--- config.mk ---
export PLATFORM = sky130hd
export DESIGN_NAME = tx_symbol_chain
export DESIGN_NICKNAME = d
export VERILOG_FILES = /design/src/rtl/tx_symbol_chain.sv
export SDC_FILE = /design/constraint.sdc
export NUM_CORES = 1
export LEC_CHECK = 0
export CORE_MARGIN = 1.5
export CORE_UTILIZATION = 50
export CTS_CLUSTER_DIAMETER = 60
export DETAILED_ROUTE_END_ITERATION = 12
export GPL_TIMING_DRIVEN = 0
export PLACE_DENSITY = 0.84
export SLEW_MARGIN = 30
export SYNTH_ARGS = -nofsm -noshare
export SYNTH_HDL_FRONTEND = slang
export SYNTH_SLANG_ARGS = --single-unit
--- constraint.sdc ---
create_clock -name clk -period 3.6 [get_ports clk]
set_input_delay 1.08 -clock clk [delete_from_list [all_inputs] [get_ports clk]]
set_output_delay 1.08 -clock clk [all_outputs]
set_load 0.05 [all_outputs]
--- src/rtl/tx_symbol_chain.sv ---
module tx_symbol_chain #(
  parameter int SCR_LEN = 11,
  parameter int SCR_TAP = 9,
  parameter logic [SCR_LEN-1:0] SCR_SEED = 11'h2B7
) (
  input  logic       clk,
  input  logic       rst_n,
  input  logic       fiber_mode,
  input  logic       tx_en,
  input  logic       tx_er,
  input  logic [3:0] txd,
  output logic       nib_tick,
  output logic       line_nrzi,
  output logic [1:0] line_lvl
);
  localparam int SYM_W = 5;
  localparam int PH_W  = $clog2(SYM_W);
  localparam logic [PH_W-1:0] PH_LAST = PH_W'(SYM_W - 1);
  localparam logic [SYM_W-1:0] G_IDLE = 5'b11111, G_J = 5'b11000, G_K = 5'b10001,
                               G_T = 5'b01101, G_R = 5'b00111, G_H = 5'b00100;

  typedef enum logic [1:0] {F_IDLE, F_K, F_DATA, F_R} fstate_t;

  function automatic logic [SYM_W-1:0] map4b5b(input logic [3:0] n);
    case (n)
      4'h0: return 5'b11110;  4'h1: return 5'b01001;
      4'h2: return 5'b10100;  4'h3: return 5'b10101;
      4'h4: return 5'b01010;  4'h5: return 5'b01011;
      4'h6: return 5'b01110;  4'h7: return 5'b01111;
      4'h8: return 5'b10010;  4'h9: return 5'b10011;
      4'hA: return 5'b10110;  4'hB: return 5'b10111;
      4'hC: return 5'b11010;  4'hD: return 5'b11011;
      4'hE: return 5'b11100;  default: return 5'b11101;
    endcase
  endfunction

  logic [PH_W-1:0]    ph;
  fstate_t            st, st_nx;
  logic [SYM_W-1:0]   shreg, grp_nx;
  logic [SCR_LEN-1:0] lfsr;
  logic               key, tx_bit, nrzi_q;
  logic [1:0]         step_q;

  assign nib_tick = (ph == PH_LAST);

  always_comb begin
    st_nx  = st;
    grp_nx = G_IDLE;
    if (fiber_mode) begin
      grp_nx = {tx_er, txd};
      st_nx  = F_IDLE;
    end else begin
      case (st)
        F_IDLE: if (tx_en) begin grp_nx = G_J; st_nx = F_K; end
        F_K:    begin grp_nx = G_K; st_nx = F_DATA; end
        F_DATA: if (!tx_en)     begin grp_nx = G_T; st_nx = F_R; end
                else if (tx_er) grp_nx = G_H;
                else            grp_nx = map4b5b(txd);
        default: begin grp_nx = G_R; st_nx = F_IDLE; end
      endcase
    end
  end

  always_ff @(posedge clk) begin
    if (!rst_n) begin
      ph    <= '0;
      st    <= F_IDLE;
      shreg <= G_IDLE;
    end else if (nib_tick) begin
      ph    <= '0;
      st    <= st_nx;
      shreg <= grp_nx;
    end else begin
      ph    <= ph + 1'b1;
      shreg <= {shreg[SYM_W-2:0], 1'b1};
    end
  end

  assign key    = lfsr[SCR_LEN-1] ^ lfsr[SCR_TAP-1];
  assign tx_bit = shreg[SYM_W-1] ^ (key & ~fiber_mode);

  always_ff @(posedge clk) begin
    if (!rst_n) begin
      lfsr   <= SCR_SEED;
      nrzi_q <= 1'b0;
      step_q <= 2'd0;
    end else begin
      lfsr   <= {lfsr[SCR_LEN-2:0], key};
      nrzi_q <= nrzi_q ^ tx_bit;
      if (!fiber_mode && tx_bit) step_q <= step_q + 2'd1;
    end
  end

  assign line_nrzi = nrzi_q;
  assign line_lvl  = fiber_mode ? 2'b00 : {step_q == 2'd3, step_q[0]};

  a_r1_tick_single: assert property (@(posedge clk) disable iff (!rst_n)
    nib_tick |=> !nib_tick);
  a_r3_start_j: assert property (@(posedge clk) disable iff (!rst_n)
    (nib_tick && !fiber_mode && st == F_IDLE && tx_en) |=> shreg == G_J);
  a_r5_halt_sub: assert property (@(posedge clk) disable iff (!rst_n)
    (nib_tick && !fiber_mode && st == F_DATA && tx_en && tx_er) |=> shreg == G_H);
  a_r6_idle_hold: assert property (@(posedge clk) disable iff (!rst_n)
    (nib_tick && !fiber_mode && st == F_IDLE && !tx_en) |=> shreg == G_IDLE);
  a_r10_lvl_code: assert property (@(posedge clk) disable iff (!rst_n)
    line_lvl != 2'b10);
  a_r10_one_step: assert property (@(posedge clk) disable iff (!rst_n)
    !$stable(line_lvl) |-> ($past(line_lvl) == 2'b00 || line_lvl == 2'b00));
  a_r9_nrzi_tracks: assert property (@(posedge clk) disable iff (!rst_n)
    (!fiber_mode && $past(!fiber_mode) && !$stable(line_nrzi)) |-> !$stable(line_lvl));
endmodule

==> impl_metrics.csv <==
group,metric,value,unit
outcome,outcome,"completed",
timing,max_freq,0.293,GHz
route,viasPerCell,5.35,
global_routing,met3_usage,3.68,%
run,drv_cap,0,
timing,layout_worst_path_cycle_share,94.8,%
clocking,cts_max_path_buffers,2,
power_and_ir_drop,p_leak,0.000526,uW
route,final_antenna_net_count,0,
yosys,ys.warnings.count,0,
yosys,synth_nets,135,
setup_path,crit_fanout,15,
route,wl,2020,microns
die,core-area,0.00198,sq mm
final_layout,fin_cells,161,
placement,dpl.cell_count,158,
yosys,synth-seq-area-share,45.6,%
placement,port_buffers,12,
setup_path,critical_path_class,"in2out",
die,dieHeight,48.9,microns
timing,skew,0.00394,ns
setup_path,cp-end-kind,"primary output",
final_layout,area.growth.synth_to_final,17.3,%
power_and_ir_drop,finalPower,511,uW
die,die-area,0.00239,sq mm
clocking,cts.hold.buffers_added,0,
timing,slew_headroom,67.0,%
yosys,synthCells,119,
global_routing,top_usage_layer,"met2",
die,die_w,48.9,microns
setup_path,rrSetupSlack,2.06,ns
route,dr.pass1.iters,4,
timing,fin_crit,3.41,ns
final_layout,layout.nets,151,
final_layout,final_cell_mix,"dfxtp_1, o21ai_0, clkdlybuf4s50_1",
global_routing,grt_pass1_vias,794,
clocking,cts_max_level,1,
placement,post_dp_cell_area,0.00121,sq mm
setup_path,critPathLaunchType,"input pin",
final_layout,fillers,165,
timing,rsz0062_at_grt,"no",
power_and_ir_drop,power_density,413,mW/mm^2
yosys,ys_ff_latch,24,
route,vias,862,
setup_path,crit_slowest_cell,"clkdlybuf4s50_1",
setup_path,crit_arrival,2.33,ns
setup_path,crit_required,2.52,ns
final_layout,num_antenna_cells,0,
final_layout,drive_above_1_share,5.22,%
placement,hpwl,1540,microns
die,placement_rows,16,
worst_hold_path,hp-class,"reg2reg",
die,ioPinCount,13,
global_routing,use_met2,32.6,%
route,drc,0,
yosys,yosysUniqueCellTypes,27,
clocking,cts_root_buf,"clkbuf_4",
clocking,tritoncts,"done",
clocking,numCtsBuffers,3,
global_routing,antenna_found_initial,0,
die,initial_core_util,53.2,%
timing,worstMarginPinSlew,0.494,ns
setup_path,cpPeakStageDelay,0.65,ns
final_layout,final_common_cell,"dfxtp_1",
route,wl_per_cell,12.6,microns
route,drt_iter0_markers,25,
clocking,cts.reportedPaths.clkPinSlew,0.12,ns
final_layout,final_cell_area,0.00124,sq mm
global_routing,grt_pass1_wl,3420,microns
clocking,clk_latency,0.31,ns
timing,finalHoldViolCount,0,
timing,setup_viol,0,
yosys,synth.cell_area,0.00105,sq mm
global_routing,grtUsageMet1,22.5,%
yosys,postSynthAreaPerCell,8.86,sq um
global_routing,grtUsageTotal,18.3,%
power_and_ir_drop,ir_drop,0.328,mV
clocking,clock-sinks,24,
global_routing,overflow,0,
setup_path,crit_chain,"clkdlybuf4s50_1, nor2b_1, clkdlybuf4s15_2",
global_routing,grt_max_degree,16,
timing,slew_viol_final,0,
placement,finalWeightedCongestion,0.793,
-- report_power, final --
part           leakage, uW  total [uW]  switching, uW  internal (uW)
sequential        0.000198         293           9.26            283
combinational     0.000306        81.0           45.1           35.8
clock            0.0000210         138           76.0           61.8
total             0.000526         511            130            381
-- kinds of logic after synthesis --
kind of cell | after synthesis | synth area share [%]
multiplexers | 2 | 2.37
AND/OR/NAND/NOR | 47 | 23.5
AO/OA/AOI/OAI | 23 | 12.7
XOR/XNOR | 4 | 3.32
buffers and inverters | 12 | 4.27
flip-flops | 24 | 45.6
adder cells (fa/ha/maj) | 7 | 8.30
-- metal layers --
metal,vias to the layer above,part of all wire (%)
li1,429,-
met1,407,45
met2,23,50
met3,3,4.0
met4,0,0.94
met5,-,0
-- through the flow --
step	TNS (ns)	worst slack, ns	utilization [%]	hold slack [ns]
3_5_place_dp	-0.599	-0.315	61.0	0.396
6_report	0	0.188	62.4	0.423
3_3_place_gp	-0.571	-0.286	61.0	0.391
2_1_floorplan	0	0.564	-	0.386
5_1_grt	0	0.121	62.4	0.446
4_1_cts	0	0.0736	62.6	0.429
-- Yosys cell counts --
cell type | instances | area (sq um)
dfxtp_1 | 24 | 480
o21ai_0 | 10 | 50.1
inv_1 | 9 | 33.8
nor2_1 | 9 | 33.8
nand2_1 | 8 | 30.0
ha_1 | 7 | 87.6
nand2b_1 | 6 | 37.5
nor2b_1 | 6 | 37.5
a21oi_1 | 5 | 25.0
and2_1 | 5 | 31.3
nand3_1 | 4 | 20.0
and3_1 | 3 | 18.8
clkbuf_1 | 3 | 11.3
nand4_1 | 3 | 18.8
xnor2_1 | 3 | 26.3
a31oi_1 | 2 | 12.5
or3_1 | 2 | 12.5
a211oi_1 | 1 | 7.51
a21boi_0 | 1 | 7.51
mux2_4 | 1 | 15.0
mux2i_1 | 1 | 10.0
nand3b_1 | 1 | 7.51
o2111ai_1 | 1 | 8.76
o211ai_1 | 1 | 7.51
o21bai_1 | 1 | 7.51
o31ai_1 | 1 | 7.51
xor2_1 | 1 | 8.76
-- layout make-up --
type / count / area, sq um / area share, %
repair buffers: 12 / 116 / 9.40
clock buffers: 4 / 36.3 / 2.93
plain buffers: 2 / 7.51 / 0.607
multi-input cells: 83 / 529 / 42.8
flip-flops and latches: 24 / 480 / 38.8
well taps: 27 / 33.8 / 2.73
inverters: 9 / 33.8 / 2.73
-- worst paths after layout --
kind | from | cells after the start | to
worst min register to register | lfsr[4]$_SDFF_PN1_ | 1 | lfsr[5]$_SDFF_PN1_
worst min-delay path | lfsr[4]$_SDFF_PN1_ | 1 | lfsr[5]$_SDFF_PN1_
worst max-delay path | fiber_mode | 3 | line_lvl[1]
worst max register to register | st[0]$_SDFFE_PN0P_ | 5 | shreg[0]$_SDFF_PN1_
-- registers in the layout, indices dropped and copies added, names as in the netlist --
register / flops
lfsr: 11
step_q: 2
line_nrzi: 1
st: 2
shreg: 5
ph: 3
-- critical path: cells and delay by family --
| family | cells | cell delay (ns) |
|---|---|---|
| buffers and inverters | 2 | 1.04 |
| AND/OR/NAND/NOR | 1 | 0.21 |
-- timing repair --
action | in CTS | in global routing
resized for setup | 4 | 2
endpoints found under the setup margin | 2 | 1
buffers inserted | 0 | 0
hold endpoints to repair | 0 | 0
Note: power is estimated with default switching activity, not from simulation.
